===== src/rtl/pdec_unit.sv =====
module pdec_unit #(
  parameter int LEN_W = 4
) (
  input  logic             clk,
  input  logic             rst_n,
  input  logic             start,
  input  logic             mode,
  input  logic [LEN_W-1:0] len_m1,
  input  logic             in_valid,
  input  logic [7:0]       in_byte,
  output logic             in_ready,
  output logic             out_valid,
  output logic [7:0]       out_byte,
  output logic [3:0]       sign_code,
  output logic             sign_neg,
  output logic             done,
  output logic             dexc
);
  logic             busy, mode_q, have_hi;
  logic [LEN_W-1:0] cnt;
  logic [3:0]       hi_nib;

  wire fire    = in_valid & busy;
  wire last    = (cnt == '0);
  wire hi_bad  = in_byte[7:4] > 4'd9;
  wire lo_bad  = last ? (in_byte[3:0] <= 4'd9) : (in_byte[3:0] > 4'd9);
  wire chk_bad = hi_bad | lo_bad;

  assign in_ready = busy;
  assign sign_neg = (sign_code == 4'hB) | (sign_code == 4'hD);

  always_ff @(posedge clk or negedge rst_n) begin
    if (!rst_n) begin
      busy      <= 1'b0;
      mode_q    <= 1'b0;
      have_hi   <= 1'b0;
      cnt       <= '0;
      hi_nib    <= 4'h0;
      out_valid <= 1'b0;
      out_byte  <= 8'h00;
      sign_code <= 4'h0;
      done      <= 1'b0;
      dexc      <= 1'b0;
    end else begin
      done      <= 1'b0;
      out_valid <= 1'b0;
      if (start && !busy) begin
        busy    <= 1'b1;
        mode_q  <= mode;
        cnt     <= len_m1;
        have_hi <= mode & len_m1[0];
        hi_nib  <= 4'h0;
        dexc    <= 1'b0;
      end else if (fire) begin
        cnt <= cnt - 1'b1;
        if (last) begin
          busy      <= 1'b0;
          done      <= 1'b1;
          sign_code <= mode_q ? in_byte[7:4] : in_byte[3:0];
        end
        if (!mode_q) begin
          if (chk_bad) dexc <= 1'b1;
        end else if (last) begin
          out_byte  <= {in_byte[3:0], in_byte[7:4]};
          out_valid <= 1'b1;
        end else if (have_hi) begin
          out_byte  <= {hi_nib, in_byte[3:0]};
          out_valid <= 1'b1;
          have_hi   <= 1'b0;
        end else begin
          hi_nib  <= in_byte[3:0];
          have_hi <= 1'b1;
        end
      end
    end
  end
endmodule


===== config.mk =====
export PLATFORM = sky130hd
export DESIGN_NAME = pdec_unit
export DESIGN_NICKNAME = d
export VERILOG_FILES = /design/src/rtl/pdec_unit.sv
export SDC_FILE = /design/constraint.sdc
export NUM_CORES = 1
export LEC_CHECK = 0
export BUFFER_PORTS_ARGS = -buffer_cell sky130_fd_sc_hd__buf_2
export CAP_MARGIN = 10
export CORE_ASPECT_RATIO = 0.9
export CORE_MARGIN = 4
export CORE_UTILIZATION = 35
export CTS_CLUSTER_SIZE = 14
export DETAILED_ROUTE_END_ITERATION = 16
export SLEW_MARGIN = 20
export SYNTH_ARGS = -nofsm -noshare
export SYNTH_HDL_FRONTEND = slang
export SYNTH_SLANG_ARGS = --single-unit

===== constraint.sdc =====
create_clock -name clk -period 4.71 [get_ports clk]
set_clock_uncertainty 0.05 [all_clocks]
set_input_delay 0.7065 -clock clk [delete_from_list [all_inputs] [get_ports clk]]
set_output_delay 0.7065 -clock clk [all_outputs]
set_load 0.005 [all_outputs]

[Word level (Yosys, flattened, before mapping)]
Cells that the tools add are included.
Cells by class
  $add $sub $neg: 1
  order comparisons: 3
  equality and inequality tests: 5
  muxes and demuxes: 31
  bitwise operators: 5
  reductions and logical operators: 14
Operators with widths (number)
  2-to-1 mux 4 bit: 8
  2-to-1 mux 1 bit: 21
  2-to-1 mux 8 bit: 2
  nonzero test 2 bit: 5
  AND reduction 3 bit: 3
  equality test 4 bit (second input constant): 2
  > comparator 4 bit (second input constant): 2
  AND reduction 4 bit: 2
  != test 2 x 1 -> 1 bit (second input constant): 3
  less-or-equal comparator 4 bit (second input constant): 1
  logical NOT 4 bit: 1
  subtractor 4 x 1 -> 4 bit (second input constant): 1
  AND 1 bit: 2
  OR 1 bit: 2
  AND reduction 2 bit: 1
  logical AND 1 bit: 1
  logical NOT 1 bit: 1
  NOT 1 bit: 1
Word-level totals
  flip-flop bits (word level): 26
  output and inout bits: 17

[Depth between registers and ports, before layout]
Gate-level depths: netlist of run 1.
  depth after elaboration: 7
  gate-level depth with buffers: 6

[Worst setup path after synthesis of run 1]
OpenSTA, ideal clock, no wires.
  kind: input to register
  start point: in in_valid
  end point: reg sign_code[0]
  library setup time: 125 ps
  data arrival time: 1756 ps
  path slack: 2779 ps
  cell stages on the path: 5
  buffers on the path: 2
  path through: buf_6 -> nand2_4 -> or4b_4 -> buf_6 -> mux2_4
On the way
  longest elaborated chain between the ends: 2
RTL lines
  start, declared: line 9  | input logic in_valid,
  AND 1 bit: line 23  | wire fire = in_valid & busy;
  AND reduction 3 bit (no source line)
  end signal, assigned: line 59  | sign_code <= mode_q ? in_byte[7:4] : in_byte[3:0];
  end, declared: line 14  | output logic [3:0] sign_code,
No other way between the ends.
A chain may end at the register's enable or synchronous reset.

[Worst setup path in the final report of run 1]
  start point: reg cnt[0]
  end point: reg dexc
On the way
  longest elaborated chain between the ends: 5
RTL lines
  start, declared: line 20  | logic [LEN_W-1:0] cnt;
  start signal, assigned: line 50  | cnt <= len_m1;
  start signal, assigned: line 55  | cnt <= cnt - 1'b1;
  logical NOT 4 bit: line 24  | wire last = (cnt == '0);
  2-to-1 mux 1 bit: line 26  | wire lo_bad = last ? (in_byte[3:0] <= 4'd9) : (in_byte[3:0] > 4'd9);
  OR 1 bit: line 27  | wire chk_bad = hi_bad | lo_bad;
  nonzero test 2 bit (no source line)
  AND reduction 3 bit (no source line)
  end signal, assigned: line 43  | dexc <= 1'b0;
  end signal, assigned: line 53  | dexc <= 1'b0;
  end signal, assigned: line 62  | if (chk_bad) dexc <= 1'b1;
  end, declared: line 17  | output logic dexc
No other way between the ends.

==> flow_summary.json, run 1 <==
{
  "status": "finished, final reports clean",
  "synth-edff-count": 0,
  "routed-via-count": 1033,
  "cts_root_buf": "clkbuf_8",
  "grt_pass1_vias": 1114,
  "syn_inst": 132,
  "drt_wl_total_mm": 2.90,
  "cts_hold_buf": 0,
  "core_area_sq_mm": 0.00376,
  "cp_data_arrival_time_ps": 2040,
  "rows": 21,
  "cpPeakStageDelay_ps": 630,
  "final_nets": 178,
  "synth_seq_cells": 26,
  "peakVddDrop_mv": 0.152,
  "insertion_delay_ps": 260,
  "dpl.cell_count": 201,
  "grt_antenna_before_repair": 0,
  "post_cts_buffers": 0,
  "worst_path_max_delay_cell": "or3b_2",
  "maxCapViolations": 0,
  "min_period_over_period_pct": 40.8,
  "tns_ps": 0,
  "finalSetupViolations": 0,
  "clock_sinks": 26,
  "synthArstFlopShare_pct": 100,
  "die_h_um": 67.5,
  "synth_area_per_cell_sq_um": 10.4,
  "areaGrowthSynthToFinish_pct": 16.3,
  "p_leak_uw": 0.000873,
  "synth.top_cell.area_share_pct": 47.3,
  "seqCellArea_sq_um": 651,
  "ios": 34,
  "numCtsBuffers": 3,
  "grt_max_degree": 27,
  "synthTopCellsByCount": "26 x dfrtp_1, 13 x nand2_1, 12 x mux2i_1",
  "fill_cells": 379,
  "start_kind": "flip-flop",
  "drc": 0,
  "wl_per_cell_um": 14.1,
  "initial_core_util_pct": 36.6,
  "cts-resized-gates": 0,
  "crit_chain": "inv_1 -> ha_1 -> or3b_2 -> xnor2_1 -> a311oi_1",
  "cts_tree": "yes",
  "fmax_ghz": 0.520,
  "antenna_cells": 0,
  "place_congestion": 0.768,
  "layout-drive-gt1-share_pct": 28.9,
  "die_w_um": 74.1,
  "overflow": 0,
  "tightest_slew_ps": 585,
  "viasPerCell": 5.04,
  "dr.pass1.iters": 4,
  "final_cells": 205,
  "endpoint_kind": "flip-flop",
  "clockBufferDepth": 2,
  "synth_top_cell_by_area": "dfrtp_1",
  "grtUsageTotal_pct": 12.9,
  "drt_first_iter_violations": 35,
  "synth_nets": 150,
  "synth_cell_types": 34,
  "slew_viol_final": 0,
  "cp.required_ps": 4830,
  "power.density_mw_per_mm2": 555,
  "hpwlAfterDp_mm": 2.26,
  "syn-cell-area_sq_mm": 0.00138,
  "ant_nets": 0,
  "yosys-top-cells-area": "dfrtp_1 47%, mux2i_1 8.7%, mux2_4 4.4%, nand2_1 3.5%, inv_1 3.0%",
  "finalHoldViolCount": 0,
  "htree_levels": 1,
  "synth_ff_type": "dfrtp_1",
  "hold_path_class": "primary input to asynchronous set/reset pin",
  "synth-seq-area-share_pct": 47.3,
  "clk_pin_slew_ps": 90,
  "grt_pass1_wl_mm": 4.99,
  "yosysMostFrequentCell": "dfrtp_1",
  "rsz0062_at_grt": "false",
  "multi_input_area_sq_um": 631,
  "maxSlewHeadroom_pct": 60.7,
  "port_buffers": 33,
  "path_max_fanout": 9,
  "period_minus_slack_ps": 1920,
  "crit_type": "flip-flop to flip-flop",
  "die_area_sq_mm": 0.00500,
  "ys_warn_count": 0
}
state kept, by name (all words and copies together) (netlist names):
register,flops
out_byte,8
cnt,4
hi_nib,4
sign_code,4
dexc,1
done,1
have_hi,1
in_ready,1
mode_q,1
out_valid,1
logic make-up after synthesis:
family	after synthesis	synth area share, %
AOI/OAI and AO/OA	31	14.7
xor gates and xnor gates	5	3.18
adders and majority gates	1	0.909
buffers and inverters	21	6.91
DFF	26	47.3
muxes	17	13.9
and+or+nand+nor	31	13.1
worst paths after layout:
path                                to  depth (start not counted)  slack [ps]        start
max                               dexc                          5        2790       cnt[0]
min                               dexc                          1         380        rst_n
max reg2reg                       dexc                          5        2790       cnt[0]
min reg2reg                out_byte[2]                          1         450  out_byte[2]
max in group asynchronous    hi_nib[1]                          1        3850        rst_n
min in group clk           out_byte[2]                          1         450  out_byte[2]
where the power goes:
group	switching (uW)	internal, uW
registers	92.2	319
logic	149	186
clock network	67.4	74.6
layer usage:
layer / wire length, um / vias to the layer above / track usage, %
met3: 111 / 2 / 1.93
met2: 1440 / 15 / 21.3
met5: 0 / - / 0
li1: - / 508 / -
met4: 27 / 0 / 5.43
met1: 1320 / 508 / 16.7
placed cells by master, fill, tap and decap left out:
cell,netlist,routed
o21a_1,1,1
mux2_2,1,1
xor2_1,2,2
nand2_1,13,13
a21oi_1,7,7
o21ai_1,1,1
a31oi_1,1,1
or4b_4,1,1
or3_1,1,1
xnor2_1,3,3
ha_1,1,1
inv_1,11,11
mux2_4,4,4
mux2i_1,12,12
o2bb2ai_1,4,4
and2_1,4,4
a22o_1,4,4
and3_1,1,1
nand2b_1,1,1
buf_2,1,33
o21ai_0,8,8
a211oi_1,4,4
nor4b_1,1,1
and3_2,1,1
or3b_2,1,1
a311oi_1,1,1
nor3b_1,1,1
nand3_1,1,1
clkbuf_8,0,4
nand2_4,1,1
dfrtp_1,26,26
nor2b_1,4,4
worst max-delay path: cells and delay by family (launching register included):
kind | cells | cell delay, ps
compound gates | 1 | 260
xor+xnor | 1 | 190
fa+ha+maj | 1 | 210
buf+inv | 1 | 70
flops | 1 | 420
simple gates | 1 | 630
cell type report:
class                           count  area share (%)
Tap cell                           46            3.60
Sequential cell                    26            40.7
Inverter                           11            2.58
Timing Repair Buffer               33            10.3
Multi-Input combinational cell     85            39.4
Clock buffer                        4            3.44
stage by stage:
| step | instance area, sq um | power [uW] | hold slack (ps) | util [%] | setup WS [ps] |
|---|---|---|---|---|---|
| global placement | 1550 | 741 | 427 | 41.1 | 2730 |
| global route | 1600 | 964 | 424 | 42.6 | 2680 |
| finish | 1600 | 888 | 380 | 42.6 | 2790 |
| CTS | 1600 | 902 | 405 | 42.6 | 2760 |
| floorplan | 1380 | 640 | 361 | - | 2780 |
| detailed placement | 1550 | 756 | 427 | 41.1 | 2670 |
Power figures use the tool's default switching activity.
==> run 2, diff against run 1 <==
==> constraint.sdc (replaced) <==
create_clock -name clk -period 1.9 [get_ports clk]
set_clock_uncertainty 0.05 [all_clocks]
set_input_delay 0.285 -clock clk [delete_from_list [all_inputs] [get_ports clk]]
set_output_delay 0.285 -clock clk [all_outputs]
set_load 0.005 [all_outputs]
==> flow_summary.json, run 2 (synthesized netlist as in run 1, its figures left out) <==
{
  "maxSlewHeadroom_pct": 57.1,
  "drt_wl_total_mm": 3.08,
  "cp_data_arrival_time_ps": 1890,
  "final_common_cell": "buf_2",
  "insertion_delay_ps": 280,
  "cpPeakStageDelay_ps": 550,
  "grt_pass1_wl_mm": 5.08,
  "clockBufferDepth": 2,
  "fmax_ghz": 0.564,
  "peakVddDrop_mv": 0.406,
  "hpwlAfterDp_mm": 2.32,
  "hold_path_class": "primary input to flip-flop",
  "clock_sinks": 26,
  "endpoint_kind": "flip-flop",
  "path_max_fanout": 6,
  "dr.pass1.iters": 4,
  "htree_levels": 1,
  "port_buffers": 33,
  "finalSetupViolations": 0,
  "drc": 0,
  "clk_pin_slew_ps": 90,
  "maxCapViolations": 0,
  "rows": 21,
  "rsz0062_at_grt": "false",
  "core_area_sq_mm": 0.00376,
  "grt_pass1_vias": 1055,
  "crit_chain": "inv_1 -> ha_1 -> nand2_4 -> or4b_4 -> mux2_4",
  "die_w_um": 74.1,
  "start_kind": "flip-flop",
  "largest_reg_flops": 8,
  "grt_max_degree": 27,
  "ant_nets": 0,
  "wl_per_cell_um": 14.8,
  "final_cells": 209,
  "cp.required_ps": 2020,
  "ios": 34,
  "drt_first_iter_violations": 63,
  "status": "finished, final reports clean",
  "die_h_um": 67.5,
  "grt_antenna_before_repair": 0,
  "numCtsBuffers": 3,
  "dpl.cell_count": 204,
  "initial_core_util_pct": 36.6,
  "tns_ps": 0,
  "power.density_mw_per_mm2": 1380,
  "place_area_sq_mm": 0.00157,
  "crit_type": "flip-flop to flip-flop",
  "period_minus_slack_ps": 1770,
  "antenna_cells": 0,
  "min_period_over_period_pct": 93.2,
  "fill_cells": 384,
  "grtUsageTotal_pct": 13.4,
  "p_leak_uw": 0.000893,
  "cts_root_buf": "clkbuf_8",
  "top_register": "out_byte",
  "post_cts_buffers": 0,
  "tightest_slew_ps": 639,
  "finalHoldViolCount": 0,
  "final_nets": 182,
  "place_congestion": 0.802,
  "layout-drive-gt1-share_pct": 30.7,
  "worst-path-buf-inv": 1,
  "die_area_sq_mm": 0.00500,
  "cts_tree": "yes",
  "slew_viol_final": 0,
  "routed-via-count": 1078,
  "worst_path_max_delay_cell": "or4b_4",
  "viasPerCell": 5.16,
  "overflow": 0,
  "final_cell_mix": "33 x buf_2, 26 x dfrtp_1, 13 x nand2_1",
  "path_delay_family": "simple AND/OR/NAND/NOR gates",
  "areaGrowthSynthToFinish_pct": 19.2,
  "postLayoutCellArea_sq_mm": 0.00164
}
run 2: cell count changes in the layout (fill, tap and decap cells not counted), sizes merged:
cell,before,now
buf,33,36
dlygate4sd3,0,1
run 2: area by class of cell:
class / count / area [sq um] / share of cell area (%)
Multi-Input combinational cell: 85 / 638 / 38.9
Clock buffer: 4 / 55.1 / 3.36
Sequential cell: 26 / 651 / 39.7
Inverter: 11 / 41.3 / 2.52
Timing Repair Buffer: 37 / 198 / 12.1
Tap cell: 46 / 57.6 / 3.51
run 2: path summary, 6_finish.rpt:
path,from,endpoint,slack (ps),cells after the start
worst max-delay path,cnt[1],sign_code[1],130,5
worst min-delay path,mode,mode_q,220,2
worst max register to register,cnt[1],sign_code[1],130,5
worst min register to register,out_byte[3],out_byte[3],450,1
max in group asynchronous,rst_n,cnt[1],940,2
min in group asynchronous,rst_n,dexc,480,2
run 2: report_power, final:
part           internal, uW  total, uW  switching [uW]  leakage, uW
logic                   491        886             395     0.000545
clock network           186        366             180    0.0000288
registers               792       1020             224     0.000319
total                  1470       2270             799     0.000893
run 2: per-layer routing:
metal | vias to the layer above | track usage, % | share of wire (%)
met5 | - | 0 | 0
met4 | 0 | 4.98 | 0.94
met3 | 4 | 3.27 | 5.7
met2 | 28 | 21.9 | 49
met1 | 529 | 17.0 | 44
li1 | 517 | - | -
run 2: timing repair:
item,CTS,global route
setup endpoints to repair,1,4
gates cloned,0,0
resized for setup,1,1
hold buffers,1,0
hold endpoints to repair,26,0
run 2: stage by stage:
stage / hold WS, ps / power [uW] / worst slack, ps / util, %
2_1_floorplan: -60.6 / 1590 / 102 / -
3_3_place_gp: 262 / 1870 / 70.7 / 41.7
3_5_place_dp: 270 / 1910 / 19.3 / 41.7
4_1_cts: 215 / 2290 / 89.0 / 43.5
5_1_grt: 216 / 2440 / 17.5 / 43.7
6_report: 217 / 2270 / 128 / 43.7
